===== config.mk =====
export PLATFORM = sky130hd
export DESIGN_NAME = adc_fmt_conv
export DESIGN_NICKNAME = d
export VERILOG_FILES = /design/src/rtl/fmtconv_pkg.sv /design/src/rtl/fmt_ctrl.sv /design/src/rtl/fmt_datapath.sv /design/src/rtl/adc_fmt_conv.sv
export SDC_FILE = /design/constraint.sdc
export NUM_CORES = 1
export LEC_CHECK = 0
export BUFFER_PORTS_ARGS = -buffer_cell sky130_fd_sc_hd__buf_2
export CAP_MARGIN = 20
export CELL_PAD_IN_SITES_DETAIL_PLACEMENT = 0
export CELL_PAD_IN_SITES_GLOBAL_PLACEMENT = 2
export CORE_UTILIZATION = 31
export CTS_CLUSTER_DIAMETER = 200
export DETAILED_ROUTE_END_ITERATION = 12
export PLACE_DENSITY_LB_ADDON = 0.1
export SLEW_MARGIN = 0
export SYNTH_ARGS = -nofsm -noshare
export SYNTH_HDL_FRONTEND = slang
export SYNTH_SLANG_ARGS = --single-unit

===== constraint.sdc =====
create_clock -name clk -period 0.8 [get_ports clk]
set_input_delay 0.04 -clock clk [delete_from_list [all_inputs] [get_ports clk]]
set_output_delay 0.04 -clock clk [all_outputs]
set_load 0.01 [all_outputs]

===== src/rtl/fmtconv_pkg.sv =====
package fmtconv_pkg;

  typedef enum logic [1:0] {
    FMT_OFFBIN     = 2'b00,
    FMT_TWOS       = 2'b01,
    FMT_GRAY       = 2'b10,
    FMT_OFFBIN_ALT = 2'b11
  } fmt_e;

  // strobes handed from control to datapath
  typedef struct packed {
    logic capture;  // load a new formatted word
    logic blank;    // force register to zero
    logic flipAll;  // complement whole word
    logic flipMsb;  // two's complement recoding
    logic grayEn;   // Gray recoding
  } dp_ctrl_t;

endpackage


===== src/rtl/fmt_ctrl.sv =====
module fmt_ctrl
  import fmtconv_pkg::*;
(
  input  logic      sampleValid,
  input  logic [1:0] fmtSel,
  input  logic      invertEn,
  input  logic      outDisable,
  output dp_ctrl_t  ctrl
);

  fmt_e fmtMode;

  always_comb begin
    fmtMode      = fmt_e'(fmtSel);
    ctrl         = '0;
    ctrl.blank   = outDisable;
    ctrl.capture = sampleValid & ~outDisable;
    ctrl.flipAll = invertEn;
    unique case (fmtMode)
      FMT_TWOS: ctrl.flipMsb = 1'b1;
      FMT_GRAY: ctrl.grayEn  = 1'b1;
      default:  begin
        ctrl.flipMsb = 1'b0;
        ctrl.grayEn  = 1'b0;
      end
    endcase
  end

endmodule


===== src/rtl/fmt_datapath.sv =====
module fmt_datapath
  import fmtconv_pkg::*;
#(
  parameter int SAMPLE_W = 10,
  parameter int TRIM_W   = 8
) (
  input  logic                clk,
  input  logic                rstN,
  input  logic [SAMPLE_W-1:0] sampleIn,
  input  logic [TRIM_W-1:0]   trimIn,
  input  dp_ctrl_t            ctrl,
  output logic [SAMPLE_W-1:0] dataOut,
  output logic                dataValid
);

  localparam int WIDE_W = ((SAMPLE_W > TRIM_W) ? SAMPLE_W : TRIM_W) + 2;
  localparam logic [WIDE_W-1:0] MAX_CODE = WIDE_W'((1 << SAMPLE_W) - 1);

  logic [WIDE_W-1:0]   sampleWide;
  logic [WIDE_W-1:0]   trimWide;
  logic [WIDE_W-1:0]   sumWide;
  logic                sumNeg;
  logic                sumOver;
  logic [SAMPLE_W-1:0] trimmed;
  logic [SAMPLE_W-1:0] grayVal;
  logic [SAMPLE_W-1:0] formatted;
  logic [SAMPLE_W-1:0] finalWord;

  // saturating offset trim
  always_comb begin
    sampleWide = {{(WIDE_W-SAMPLE_W){1'b0}}, sampleIn};
    trimWide   = {{(WIDE_W-TRIM_W){trimIn[TRIM_W-1]}}, trimIn};
    sumWide    = sampleWide + trimWide;
    sumNeg     = sumWide[WIDE_W-1];
    sumOver    = ~sumNeg && (sumWide > MAX_CODE);
    if (sumNeg)       trimmed = '0;
    else if (sumOver) trimmed = MAX_CODE[SAMPLE_W-1:0];
    else              trimmed = sumWide[SAMPLE_W-1:0];
  end

  // Gray recoding, one XOR per bit below the MSB
  assign grayVal[SAMPLE_W-1] = trimmed[SAMPLE_W-1];
  for (genvar b = 0; b < SAMPLE_W-1; b++) begin : g_gray
    assign grayVal[b] = trimmed[b] ^ trimmed[b+1];
  end

  always_comb begin
    if (ctrl.grayEn)       formatted = grayVal;
    else if (ctrl.flipMsb) formatted = {~trimmed[SAMPLE_W-1], trimmed[SAMPLE_W-2:0]};
    else                   formatted = trimmed;
    finalWord = ctrl.flipAll ? ~formatted : formatted;
  end

  always_ff @(posedge clk or negedge rstN) begin
    if (!rstN) begin
      dataOut   <= '0;
      dataValid <= 1'b0;
    end else if (ctrl.blank) begin
      dataOut   <= '0;
      dataValid <= 1'b0;
    end else begin
      dataValid <= ctrl.capture;
      if (ctrl.capture) dataOut <= finalWord;
    end
  end

endmodule


===== src/rtl/adc_fmt_conv.sv =====
module adc_fmt_conv
  import fmtconv_pkg::*;
#(
  parameter int SAMPLE_W = 10,
  parameter int TRIM_W   = 8
) (
  input  logic                clk,
  input  logic                rstN,
  input  logic [SAMPLE_W-1:0] sampleIn,
  input  logic                sampleValid,
  input  logic [TRIM_W-1:0]   trimIn,
  input  logic [1:0]          fmtSel,
  input  logic                invertEn,
  input  logic                outDisable,
  output logic [SAMPLE_W-1:0] dataOut,
  output logic                dataValid
);

  dp_ctrl_t ctrlBus;

  fmt_ctrl u_ctrl (
    .sampleValid (sampleValid),
    .fmtSel      (fmtSel),
    .invertEn    (invertEn),
    .outDisable  (outDisable),
    .ctrl        (ctrlBus)
  );

  fmt_datapath #(
    .SAMPLE_W (SAMPLE_W),
    .TRIM_W   (TRIM_W)
  ) u_dp (
    .clk       (clk),
    .rstN      (rstN),
    .sampleIn  (sampleIn),
    .trimIn    (trimIn),
    .ctrl      (ctrlBus),
    .dataOut   (dataOut),
    .dataValid (dataValid)
  );

endmodule


==> results by group <==
Outcome
  • Run status: finished with violations
  • Failing checks: setup timing

Timing
  • Min Hold Slack: 0.0411 ns
  • Finish-stage setup viols: 10
  • Fmax: 460 MHz
  • Fin crit share: 2.72
  • Clock Skew: 0 ns
  • Slew headroom: 0.727
  • RSZ-0062 raised after global routing: true
  • Worst setup margin: -1.37 ns
  • Pins Over Slew Limit: 0
  • Worst Tran Pin Value: 0.399 ns
  • Final min period: 2.17 ns
  • Final Hold Fails: 0

Floorplanning
  • Die X: 73.2 um
  • Core ar.: 4790 sq um
  • Die Height: 73.2 um
  • Row cnt: 25
  • Die ar.: 5360 sq um
  • Ports: 36
  • Starting Density: 0.328

CTS
  • CTS Buffer Depth: 2
  • Clock-pin slew on the worst setup and hold paths: 0.05 ns
  • Clk sinks: 11
  • Clock Tree Root: clkbuf_8
  • Htree depth: 1
  • CTS tree: built
  • Clk_lat worst skew: 0.24 ns
  • Num CTS Buffers: 3

Synth
  • Count leader, synth: nor2_1
  • Commonest cells in the netlist: nor2_1 (22), xnor2_1 (16), o21ai_0 (12)
  • Top cells by area, synth: dfrtp_1 (18%), xnor2_1 (8.9%), ha_1 (8.8%)
  • Average cell area after synthesis: 8.10 sq um
  • Simple-Gate Fraction of Synth Area: 0.195
  • Post-synthesis mux area share: 0.0199
  • Top cell type's share of synthesized area: 0.175
  • Seq/Total Area, Yosys: 0.175
  • Top FF cell, synth: dfrtp_1
  • Post-Syn Area: 1570 sq um
  • Post-synthesis async set-or-reset flop share: 1.00
  • Yosys cell types: 55
  • Synth Area in Compound Gates: 0.327
  • Seq cells post-synth: 11
  • Adder-cell share of the synthesized area: 0.100
  • Ys Warns: 0
  • Largest area contributor in the netlist: dfrtp_1
  • Number of synthesized flops with an enable pin: 0
  • Largest family of logic cells by synthesized area: compound AO/OA/AOI/OAI gates
  • XOR/XNOR Fraction of Synth Area: 0.137
  • Post-Syn Instances: 194
  • Syn_nets: 231

Setup path
  • Critical path data required time: 0.93 ns
  • Worst path slowest cell: fa_2
  • Worst-path maximum fanout: 2
  • Worst path bufs/invs: 3
  • Critical Path, Cell by Cell: buf_6 -> ha_4 -> inv_2 -> fa_2 -> nor2b_4 -> buf_6 -> o2111ai_4 -> and3_1 -> a311o_1 -> a21oi_2 -> a21oi_2 -> or3_1 -> a32o_1
  • Flop2flop setup slack: 0.11 ns
  • Arrival time worst endpoint: 2.30 ns
  • Crit start category: input pin
  • Largest stage delay, worst path: 0.36 ns
  • Setup CP Type: in2reg
  • Kind of end point of the critical path: flip-flop
  • Crit path max-delay family: compound AO/OA/AOI/OAI gates

Power
  • Psw: 1.33 mW
  • Internal power: 2.17 mW
  • Clk pwr share: 0.158
  • Switching share of power: 0.381
  • Static leakage: 1.21 nW
  • Worst ir drop on vdd: 0.504 mV
  • Power share of the combinational group: 0.656
  • Power per cell area: 1250 nW/um^2
  • Seq pwr share: 0.185

Global route
  • Vias in the first global route: 1745
  • Largest net degree at the start of global routing: 12
  • Grt ovf: 0
  • First-pass GRT wire length: 7.82 mm
  • Total track usage: 0.189
  • Initial antenna violation count: 0

Drt
  • Via count: 1771
  • Final ANT Viol Nets: 0
  • Remaining DRCs: 0
  • 1st-iter DRT viols: 34
  • Wire per inst: 13.2 um
  • Aggregate routed wire length: 4.76 mm
  • Vias per inst: 4.93
  • Drt first pass iters: 4

Final layout
  • Design Area, Final: 2800 sq um
  • Area Growth Syn to Fin: 78.3%
  • Share of layout cells above drive strength 1: 0.548
  • Antenna Diode Count: 0
  • Fin nets: 330

Placement
  • Gpl congestion: 0.965
  • Port buffer count: 35
  • HPWL after DPL: 3.81 mm
  • Dpl cell area: 2360 sq um

Run
  • # Max-Cap Violations: 0

Worst hold path
  • HP Class: in2reg
[final cells by class]
class                   count  area, sq um
fillers                   441         1980
multi-input cells         166         1620
repair buffers            101          736
flip-flops and latches     11          275
well taps                  67         83.8
clock buffers               4         45.0
inverters                  10         37.5
[through the flow]
step                power [mW]  setup WS, ns   util  cells  TNS, ns
floorplan                 1.77         -1.44      -    194   -12.75
global placement          2.48         -1.72  0.493    347   -15.75
detailed placement        2.51         -1.80  0.493    347   -16.26
CTS                       3.35         -1.43  0.554    358   -12.83
global route              3.73         -1.46  0.585    359   -13.43
finish                    3.50         -1.37  0.585    359   -12.46
[cells by family (layout without fill, tap and decap cells)]
logic type / Yosys count / after routing
mux: 3 / 3
compound gates: 66 / 66
flops: 11 / 11
simple gates: 62 / 62
xor+xnor: 23 / 23
fa+ha+maj: 12 / 12
buf+inv: 17 / 115
[power by group through the flow]
stage	combinational (mW)	sequential (mW)	clock, mW
floorplan	1.09	0.685	0
global placement	1.83	0.652	0
detailed placement	1.85	0.656	0
CTS	2.13	0.647	0.570
global route	2.49	0.653	0.592
finish	2.29	0.648	0.554
[final timing paths]
| check | cells after the start | from | endpoint |
|---|---|---|---|
| worst max-delay path | 13 | trimIn[0] | u_dp.dataOut[7] |
| worst min-delay path | 2 | outDisable | u_dp.dataValid |
| worst max register to register | 1 | u_dp.dataOut[4] | u_dp.dataOut[4] |
| worst min register to register | 1 | u_dp.dataOut[7] | u_dp.dataOut[7] |
| max in group asynchronous | 2 | rstN | u_dp.dataOut[6] |
| min in group asynchronous | 2 | rstN | u_dp.dataOut[9] |
[layout by cell type (no fill, tap or decap), types with 8 or more instances in the layout]
cell	instances
buf_4	59
buf_2	30
nor2_1	19
xnor2_1	13
nand2_1	11
dfrtp_1	11
buf_6	10
ha_4	8
[per-layer routing]
layer | track usage | up-vias | wire [um]
li1 | - | 921 | -
met1 | 0.216 | 812 | 2070
met2 | 0.359 | 31 | 2490
met3 | 0.00967 | 7 | 94
met4 | 0.0784 | 0 | 98
met5 | 0 | - | 0
[registers in the layout, indices dropped and copies added (netlist names)]
| name | count |
|---|---|
| u_dp.dataOut | 10 |
| u_dp.dataValid | 1 |
[what timing repair did]
action,CTS,global route
gates resized for setup,37,25
hold endpoints to repair,11,0
pin swaps,35,26
endpoints found under the setup margin,11,20
hold buffers,1,0
cloned,0,0
buffers inserted,7,3
Power figures use the tool's default switching activity.
